File: src/rtl/irq_redir_pkg.sv
package irq_redir_pkg;
   localparam int CTRL_BASE   = 16;
   localparam int VEC_W       = 6;
   localparam int MASK_BIT    = 16;
   localparam int LEVEL_BIT   = 15;
   localparam int POL_LOW_BIT = 13;
   localparam int VER_SEL     = 1;
   localparam int LINE_VEC_OFS = 2;
   localparam logic [12:0] OFS_SEL = 13'h800;
   localparam logic [12:0] OFS_WIN = 13'h810;
   localparam logic [12:0] OFS_EOI = 13'h840;

   function automatic logic [31:0] enc_dest(input logic [31:0] a);
      return {a[19:12], a[27:20], 16'h0000};
   endfunction

   function automatic logic [31:0] dec_dest(input logic [31:0] e);
      return {4'hF, e[23:16], e[31:24], 12'h000};
   endfunction

   function automatic logic [63:0] reset_entry(input int k, input int n_lines,
                                                input logic [31:0] def_cpu);
      logic [63:0] v;
      v = '0;
      if (k >= CTRL_BASE && k < CTRL_BASE + 2 * n_lines) begin
         if (((k - CTRL_BASE) % 2) == 0) begin
            v[MASK_BIT]    = 1'b1;
            v[LEVEL_BIT]   = 1'b1;
            v[POL_LOW_BIT] = 1'b1;
            v[VEC_W-1:0]   = VEC_W'((k - CTRL_BASE) / 2 + LINE_VEC_OFS);
         end else begin
            v[31:0] = enc_dest(def_cpu);
         end
      end
      return v;
   endfunction
endpackage

File: src/rtl/irq_redir_regs.sv
module irq_redir_regs
   import irq_redir_pkg::*;
#(
   parameter int DEPTH   = 32,
   parameter int N_LINES = 8,
   parameter int SEL_W   = 8,
   parameter int ADDR_W  = 13,
   parameter logic [31:0] DEF_CPU = 32'hFFFA_0000
) (
   input  logic              clk,
   input  logic              rst,
   input  logic              hf_en,
   input  logic              acc_en,
   input  logic              acc_wr,
   input  logic [ADDR_W-1:0] acc_addr,
   input  logic [63:0]       acc_wdata,
   output logic [63:0]       acc_rdata,
   output logic              acc_err,
   output logic [63:0]       ctrl_o [N_LINES],
   output logic [63:0]       dest_o [N_LINES],
   output logic              eoi_vld,
   output logic [VEC_W-1:0]  eoi_vec
);
   localparam int IDX_W = $clog2(DEPTH);
   localparam logic [63:0] VERSION = 64'((DEPTH << 16) | 1);

   logic [63:0]      tbl_q [DEPTH];
   logic [SEL_W-1:0] sel_q;
   logic [ADDR_W-1:0] aligned;
   logic hit_sel, hit_win, hit_eoi, sel_ok, rd_miss, wr_miss;
   logic [63:0] rd_val;

   assign aligned = {acc_addr[ADDR_W-1:3], 3'b000};
   assign hit_sel = aligned == ADDR_W'(OFS_SEL);
   assign hit_win = aligned == ADDR_W'(OFS_WIN);
   assign hit_eoi = aligned == ADDR_W'(OFS_EOI);
   assign sel_ok  = 32'(sel_q) < DEPTH;

   always_comb begin
      rd_val  = '0;
      rd_miss = 1'b0;
      if (hit_sel)
         rd_val = 64'(sel_q);
      else if (hit_win && 32'(sel_q) == VER_SEL)
         rd_val = VERSION;
      else if (hit_win && sel_ok)
         rd_val = tbl_q[sel_q[IDX_W-1:0]];
      else
         rd_miss = 1'b1;
   end

   assign wr_miss   = !(hit_sel || hit_eoi || (hit_win && sel_ok));
   assign acc_err   = acc_en && hf_en && (acc_wr ? wr_miss : rd_miss);
   assign acc_rdata = (acc_en && !acc_wr) ?
                      (rd_miss ? (hf_en ? 64'd0 : '1) : rd_val) : 64'd0;
   assign eoi_vld   = acc_en && acc_wr && hit_eoi;
   assign eoi_vec   = acc_wdata[VEC_W-1:0];

   always_ff @(posedge clk) begin
      if (rst)
         sel_q <= '0;
      else if (acc_en && acc_wr && hit_sel)
         sel_q <= acc_wdata[SEL_W-1:0];
   end

   for (genvar k = 0; k < DEPTH; k++) begin : g_ent
      always_ff @(posedge clk) begin
         if (rst)
            tbl_q[k] <= reset_entry(k, N_LINES, DEF_CPU);
         else if (acc_en && acc_wr && hit_win && sel_ok &&
                  sel_q[IDX_W-1:0] == IDX_W'(k))
            tbl_q[k] <= acc_wdata;
      end
   end

   for (genvar i = 0; i < N_LINES; i++) begin : g_line
      assign ctrl_o[i] = tbl_q[CTRL_BASE + 2 * i];
      assign dest_o[i] = tbl_q[CTRL_BASE + 2 * i + 1];
   end
endmodule

File: src/rtl/irq_redir_pend.sv
module irq_redir_pend
   import irq_redir_pkg::*;
#(
   parameter int N_LINES = 8
) (
   input  logic               clk,
   input  logic               rst,
   input  logic [N_LINES-1:0] lines,
   input  logic [63:0]        ctrl_i [N_LINES],
   input  logic [63:0]        dest_i [N_LINES],
   input  logic               eoi_vld,
   input  logic [VEC_W-1:0]   eoi_vec,
   input  logic [N_LINES-1:0] take,
   output logic [N_LINES-1:0] pend,
   output logic [N_LINES-1:0] req
);
   localparam int PB_W = (N_LINES > 1) ? $clog2(N_LINES) : 1;

   logic [N_LINES-1:0] prev_q, pend_q, req_q, pend_d, new_req;
   logic [PB_W-1:0]    bidx;

   always_comb begin
      pend_d  = pend_q;
      new_req = '0;
      bidx    = '0;
      if (eoi_vld) begin
         for (int i = 0; i < N_LINES; i++)
            if (ctrl_i[i][VEC_W-1:0] == eoi_vec) pend_d[i] = 1'b0;
      end
      for (int i = 0; i < N_LINES; i++) begin
         if (lines[i] != prev_q[i]) begin
            bidx = ctrl_i[i][PB_W-1:0];
            if (lines[i] && !ctrl_i[i][MASK_BIT] && dest_i[i][31:0] != 32'd0) begin
               if (!pend_d[bidx]) new_req[i] = 1'b1;
               pend_d[bidx] = 1'b1;
            end else begin
               pend_d[bidx] = 1'b0;
            end
         end
      end
   end

   always_ff @(posedge clk) begin
      if (rst) begin
         prev_q <= '0;
         pend_q <= '0;
         req_q  <= '0;
      end else begin
         prev_q <= lines;
         pend_q <= pend_d;
         req_q  <= (req_q & ~take) | new_req;
      end
   end

   assign pend = pend_q;
   assign req  = req_q;
endmodule

File: src/rtl/irq_redir_msg.sv
module irq_redir_msg
   import irq_redir_pkg::*;
#(
   parameter int N_LINES = 8
) (
   input  logic               clk,
   input  logic               rst,
   input  logic [N_LINES-1:0] req,
   input  logic [63:0]        ctrl_i [N_LINES],
   input  logic [63:0]        dest_i [N_LINES],
   input  logic               ready,
   output logic [N_LINES-1:0] take,
   output logic               valid,
   output logic [31:0]        addr,
   output logic [31:0]        data
);
   localparam int LN_W = (N_LINES > 1) ? $clog2(N_LINES) : 1;

   logic [LN_W-1:0] pick;
   logic            load, vld_q;
   logic [31:0]     addr_q, data_q;

   always_comb begin
      pick = '0;
      for (int i = N_LINES - 1; i >= 0; i--)
         if (req[i]) pick = LN_W'(i);
   end

   assign load = (|req) && (!vld_q || ready);

   always_comb begin
      take = '0;
      if (load) take[pick] = 1'b1;
   end

   always_ff @(posedge clk) begin
      if (rst) begin
         vld_q  <= 1'b0;
         addr_q <= '0;
         data_q <= '0;
      end else if (load) begin
         vld_q  <= 1'b1;
         addr_q <= dec_dest(dest_i[pick][31:0]);
         data_q <= 32'(ctrl_i[pick][VEC_W-1:0]);
      end else if (ready) begin
         vld_q  <= 1'b0;
      end
   end

   assign valid = vld_q;
   assign addr  = addr_q;
   assign data  = data_q;
endmodule

File: src/rtl/irq_redirect.sv
module irq_redirect
   import irq_redir_pkg::*;
#(
   parameter int DEPTH   = 32,
   parameter int N_LINES = 8,
   parameter int SEL_W   = 8,
   parameter int ADDR_W  = 13,
   parameter logic [31:0] DEF_CPU = 32'hFFFA_0000
) (
   input  logic               clk,
   input  logic               rst,
   input  logic               hf_en,
   input  logic               acc_en,
   input  logic               acc_wr,
   input  logic [ADDR_W-1:0]  acc_addr,
   input  logic [63:0]        acc_wdata,
   output logic [63:0]        acc_rdata,
   output logic               acc_err,
   input  logic [N_LINES-1:0] irq_lines,
   input  logic               msg_ready,
   output logic               msg_valid,
   output logic [31:0]        msg_addr,
   output logic [31:0]        msg_data,
   output logic [N_LINES-1:0] pend
);
   if (DEPTH < CTRL_BASE + 2 * N_LINES) begin : g_bad_depth
      $error("table too small for the line count");
   end
   if ((N_LINES & (N_LINES - 1)) != 0 || N_LINES > 64) begin : g_bad_lines
      $error("line count must be a power of two up to 64");
   end
   if (SEL_W < $clog2(DEPTH) || ADDR_W < 12) begin : g_bad_widths
      $error("select or address width too narrow");
   end

   logic [63:0]        ctrl_w [N_LINES];
   logic [63:0]        dest_w [N_LINES];
   logic               eoi_vld;
   logic [VEC_W-1:0]   eoi_vec;
   logic [N_LINES-1:0] req_w, take_w;

   irq_redir_regs #(.DEPTH(DEPTH), .N_LINES(N_LINES), .SEL_W(SEL_W),
                    .ADDR_W(ADDR_W), .DEF_CPU(DEF_CPU)) u_regs (
      .clk, .rst, .hf_en, .acc_en, .acc_wr, .acc_addr, .acc_wdata,
      .acc_rdata, .acc_err, .ctrl_o(ctrl_w), .dest_o(dest_w),
      .eoi_vld, .eoi_vec);

   irq_redir_pend #(.N_LINES(N_LINES)) u_pend (
      .clk, .rst, .lines(irq_lines), .ctrl_i(ctrl_w), .dest_i(dest_w),
      .eoi_vld, .eoi_vec, .take(take_w), .pend, .req(req_w));

   irq_redir_msg #(.N_LINES(N_LINES)) u_msg (
      .clk, .rst, .req(req_w), .ctrl_i(ctrl_w), .dest_i(dest_w),
      .ready(msg_ready), .take(take_w), .valid(msg_valid),
      .addr(msg_addr), .data(msg_data));
endmodule

File: config.mk
export PLATFORM = sky130hd
export DESIGN_NAME = irq_redirect
export DESIGN_NICKNAME = d
export VERILOG_FILES = /design/src/rtl/irq_redir_pkg.sv /design/src/rtl/irq_redir_regs.sv /design/src/rtl/irq_redir_pend.sv /design/src/rtl/irq_redir_msg.sv /design/src/rtl/irq_redirect.sv
export SDC_FILE = /design/constraint.sdc
export NUM_CORES = 2
export LEC_CHECK = 0
export ABC_AREA = 0
export BUFFER_PORTS_ARGS = -buffer_cell sky130_fd_sc_hd__clkbuf_2
export CORE_MARGIN = 2
export CORE_UTILIZATION = 24
export CTS_CLUSTER_SIZE = 24
export DETAILED_ROUTE_END_ITERATION = 10
export GPL_TIMING_DRIVEN = 1
export MAX_ROUTING_LAYER = met4
export SYNTH_ARGS = -nofsm -noshare
export SYNTH_HDL_FRONTEND = slang
export SYNTH_SLANG_ARGS = --single-unit
File: constraint.sdc
create_clock -name clk -period 15.54 [get_ports clk]
set_clock_uncertainty 0.05 [all_clocks]
set_input_delay 1.554 -clock clk [delete_from_list [all_inputs] [get_ports clk]]
set_output_delay 1.554 -clock clk [all_outputs]
set_load 0.1 [all_outputs]
==> out/qor.json <==
{
  "sta": {
    "setup_viol_count_final": 0,
    "finalHoldViolations": 0,
    "slew_headroom": 0.108,
    "final-max-slew-violation-count": 0,
    "timing.fmax_mhz": 125,
    "tightestPinTransition_ns": 1.30,
    "final.setup.tns_ns": 0,
    "final_worst_path_period_need_ns": 7.98,
    "finalCritPeriodShare": 0.513,
    "unrepaired_setup_endpoints_after_global_routing": "false"
  },
  "synth": {
    "netlist-cell-type-count": 79,
    "postSynth.topFlopCell": "sky130_fd_sc_hd__edfxtp_1",
    "syn-cell-area_um2": 100000,
    "synth.top_cell.area_share": 0.614,
    "synthesis.area_per_instance_um2": 15.3,
    "synth-async-reset-ratio": 0,
    "yosysSeqAreaShare": 0.626,
    "yosysWarnings": 0,
    "yosys-top-cells-area": "sky130_fd_sc_hd__edfxtp_1 61%, sky130_fd_sc_hd__mux4_2 14%, sky130_fd_sc_hd__and2_1 12%",
    "synth_largest_area_cell": "sky130_fd_sc_hd__edfxtp_1",
    "synth.ff_latch_count": 2109,
    "post_synthesis_instance_total": 6546,
    "synth-edff-count": 2048
  },
  "floorplan": {
    "ios": 229,
    "vert_die_dim_um": 650,
    "rows": 237,
    "die_area_um2": 423000,
    "floorplan.initialDensity": 0.241,
    "die_span_in_x_um": 650,
    "core_region_area_um2": 416000
  },
  "power": {
    "seq_power_share": 0.525,
    "p_int_mw": 9.44,
    "cellPowerDensity_nw_per_um2": 110,
    "vdd_drop_max_v": 0.0000918,
    "relative_contribution_of_combinational_cells_to_total_power": 0.076,
    "cellLeakagePower_nw": 37.4,
    "clock_power_share": 0.400,
    "power.share.switching": 0.245,
    "netSwitchingPower_mw": 3.07
  },
  "worst_setup_path": {
    "worst-endpoint-required_ns": 13.94,
    "r2r-start": "u_regs.sel_q[5]$_SDFFE_PP0P_",
    "critical_path.reg2reg.endpoint": "u_regs.tbl_q[26][43]$_SDFFCE_PN0P_",
    "startpoint_type": "register",
    "cp_data_arrival_time_ns": 6.37,
    "cp_max_fo": 128,
    "worst_r2r_path_depth": 9,
    "critPathSlowestCell": "sky130_fd_sc_hd__buf_4",
    "critical_path.top_delay_family": "buffers and inverters",
    "critical-path-max-stage-delay_ns": 0.93,
    "regToRegSetupSlack_ns": 9.83,
    "worst_setup_path_end_kind": "output port",
    "worstPathBufferInverterCount": 4,
    "criticalPathCategory": "reg -> out",
    "path_cells": "buf_12 -> buf_12 -> buf_4 -> mux4_2 -> mux4_2 -> mux2i_1 -> a21oi_1 -> clkbuf_2"
  },
  "detailed_routing": {
    "dr.pass1.iters": 10,
    "drt_drc_violations_left": 0,
    "drt-wirelength-per-cell_um": 28.9,
    "routed_wl_um": 351000,
    "drt_first_iter_violations": 9609,
    "route.antenna.remaining_nets": 0,
    "vias": 60497,
    "detail_route.vias_per_cell": 4.99
  },
  "clock_tree": {
    "ctsHoldBuffers": 0,
    "clockRootBuffer": "sky130_fd_sc_hd__clkbuf_16",
    "post_cts_setup_driven_buffer_insertion_count": 0,
    "tritoncts": "done",
    "ctsResizeCount": 0,
    "cts.clk_slew.worst_paths_ns": 0.07,
    "tritoncts.num_buffers": 210,
    "clk_path_buf_depth": 4,
    "ctsHtreeMaxLevel": 4,
    "worst_skew_pair.late_latency_ns": 0.91,
    "cts.sink_count": 2109
  },
  "min_path": {
    "hold_class": "reg -> reg",
    "hold_path_end": "u_msg.data[1]$_SDFFE_PP0P_",
    "hold-path-cell-count": 2,
    "timing.hold.worst.start": "u_msg.data[1]$_SDFFE_PP0P_"
  },
  "layout": {
    "fin_util": 0.272,
    "fillers": 41654,
    "final_layout_size_suffix_gt1_frac": 0.209,
    "nNetsFinal": 6527,
    "layout_stage_area_growth_over_the_synthesis_result_pct": 12.9
  },
  "place": {
    "place.detailed.hpwl_um": 202000,
    "placer_s_final_routability_congestion_estimate": 0.936,
    "placement.io_buffers": 187
  },
  "grt": {
    "largest_net_degree_at_the_start_of_global_routing": 129,
    "via_count_of_the_first_global_routing_pass": 60408,
    "first_pass_grt_wire_length_um": 482000,
    "globalRouteOverflowTotal": 0,
    "grtUsageTotal": 0.166,
    "grt_antenna_before_repair": 67
  },
  "flow_run": {
    "cap_viol_max_count": 0
  },
  "outcome": {
    "run_status": "finished clean"
  }
}
## worst max path at each step
stage	from	end	slack, ns	cells past startpoint
global route	register	acc_rdata[59]	7.24	8
finish	register	acc_rdata[59]	7.56	8
floorplan	acc_addr[3]	acc_rdata[0]	8.65	8
global placement	register	acc_rdata[59]	8.30	8
CTS	register	acc_rdata[59]	7.40	8
detailed placement	register	acc_rdata[59]	8.33	8
## routing by layer
metal	routed length, um	track usage
met1	127000	0.199
met2	167000	0.267
met4	19200	0.0783
met5	0	-
met3	37400	0.0337
## registers in the layout, indices dropped and copies added (netlist names), named ones only
register / cells
u_regs.tbl_q: 2048
u_msg.data: 6
u_msg.addr: 17
u_pend.prev_q: 8
u_msg.valid: 1
u_pend.pend: 8
u_pend.req: 8
u_regs.sel_q: 8
## power by group through the flow
stage	clock network, mW	logic [mW]	registers [mW]
floorplan	0	0.495	6.76
global placement	0	0.935	6.66
detailed placement	0	0.941	6.68
CTS	5.04	0.942	6.56
global route	5.24	0.976	6.57
finish	5.00	0.947	6.56
## stage by stage
| stage | instances | setup slack [ns] | hold WS [ns] | cell area, um^2 | power, mW |
|---|---|---|---|---|---|
| 2_1_floorplan | 6583 | 8.65 | 0.419 | 100000 | 7.25 |
| 3_3_place_gp | 11721 | 8.30 | 0.408 | 107000 | 7.60 |
| 3_5_place_dp | 11721 | 8.33 | 0.404 | 107000 | 7.62 |
| 4_1_cts | 12095 | 7.40 | 0.412 | 113000 | 12.5 |
| 5_1_grt | 12116 | 7.24 | 0.431 | 113000 | 12.8 |
| 6_report | 12126 | 7.56 | 0.408 | 113000 | 12.5 |
## cell type report
| class | count | area [um^2] | area share |
|---|---|---|---|
| Timing Repair Buffer | 333 | 2080 | 0.0184 |
| Multi-Input combinational cell | 3766 | 34800 | 0.308 |
| Tap cell | 5497 | 6880 | 0.0608 |
| Antenna cell | 31 | 77.6 | 0.000686 |
| Clock inverter | 126 | 1010 | 0.00896 |
| Clock buffer | 248 | 5490 | 0.0485 |
| Inverter | 16 | 60.1 | 0.000531 |
| Sequential cell | 2109 | 62700 | 0.554 |
## Yosys cell counts (7+ instances only)
cell	instances
sky130_fd_sc_hd__or3_1	127
sky130_fd_sc_hd__nand2b_1	13
sky130_fd_sc_hd__mux2_2	24
sky130_fd_sc_hd__o21ai_0	31
sky130_fd_sc_hd__nand3b_1	7
sky130_fd_sc_hd__and2_1	1939
sky130_fd_sc_hd__o211ai_1	28
sky130_fd_sc_hd__edfxtp_1	2048
sky130_fd_sc_hd__nand4_1	27
sky130_fd_sc_hd__a222oi_1	44
sky130_fd_sc_hd__nor2_1	79
sky130_fd_sc_hd__inv_1	16
sky130_fd_sc_hd__mux2i_1	74
sky130_fd_sc_hd__nor2b_1	42
sky130_fd_sc_hd__a211oi_1	16
sky130_fd_sc_hd__o31ai_1	9
sky130_fd_sc_hd__xnor2_1	53
sky130_fd_sc_hd__nor4_1	70
sky130_fd_sc_hd__mux4_2	645
sky130_fd_sc_hd__buf_1	67
sky130_fd_sc_hd__buf_6	61
sky130_fd_sc_hd__nand2_1	156
sky130_fd_sc_hd__nor3_1	36
sky130_fd_sc_hd__nor3b_1	8
sky130_fd_sc_hd__nand3_1	39
sky130_fd_sc_hd__buf_2	18
sky130_fd_sc_hd__nor2_8	10
sky130_fd_sc_hd__nor2_2	14
sky130_fd_sc_hd__a21oi_1	101
sky130_fd_sc_hd__o21bai_1	35
sky130_fd_sc_hd__buf_4	41
sky130_fd_sc_hd__clkbuf_1	504
sky130_fd_sc_hd__xor2_1	8
sky130_fd_sc_hd__dfxtp_1	61
## placed cells by master (no fill, tap or decap), types with 23 or more instances in the layout
cell                        Yosys  layout
sky130_fd_sc_hd__edfxtp_1    2048    2048
sky130_fd_sc_hd__and2_1      1939    1939
sky130_fd_sc_hd__mux4_2       645     645
sky130_fd_sc_hd__clkbuf_16      0     214
sky130_fd_sc_hd__clkbuf_2       0     186
sky130_fd_sc_hd__nand2_1      156     154
sky130_fd_sc_hd__buf_4         41     143
sky130_fd_sc_hd__or3_1        127     126
sky130_fd_sc_hd__a21oi_1      101     100
sky130_fd_sc_hd__nor2_1        79      75
sky130_fd_sc_hd__mux2i_1       74      73
sky130_fd_sc_hd__nor4_1        70      70
sky130_fd_sc_hd__clkinv_1       0      60
sky130_fd_sc_hd__dfxtp_1       61      56
sky130_fd_sc_hd__xnor2_1       53      53
sky130_fd_sc_hd__a222oi_1      44      44
sky130_fd_sc_hd__nor2b_1       42      40
sky130_fd_sc_hd__nand3_1       39      39
sky130_fd_sc_hd__conb_1         1      38
sky130_fd_sc_hd__nor3_1        36      35
sky130_fd_sc_hd__clkinv_2       0      35
sky130_fd_sc_hd__o21bai_4       0      33
sky130_fd_sc_hd__clkbuf_1     504      33
sky130_fd_sc_hd__diode_2        0      31
sky130_fd_sc_hd__o21ai_0       31      31
sky130_fd_sc_hd__o211ai_1      28      28
sky130_fd_sc_hd__nand4_1       27      27
sky130_fd_sc_hd__mux2_2        24      24
sky130_fd_sc_hd__nor2_4         6      23
## logic make-up after synthesis
family | Yosys count | share of synthesized area
and+or+nand+nor | 2596 | 0.158
DFF | 2109 | 0.626
muxes | 743 | 0.155
buffers and inverters | 708 | 0.0330
AOI/OAI and AO/OA | 328 | 0.0228
xor gates and xnor gates | 61 | 0.00533
other | 1 | 0.0000374
## tightest hold or removal path, stage by stage (launching register included)
cell and delay, ns:
sky130_fd_sc_hd__dfxtp_1 0.31, sky130_fd_sc_hd__nand2_1 0.05, sky130_fd_sc_hd__a21oi_1 0.05
No activity file was read; power rests on OpenSTA's default activity.
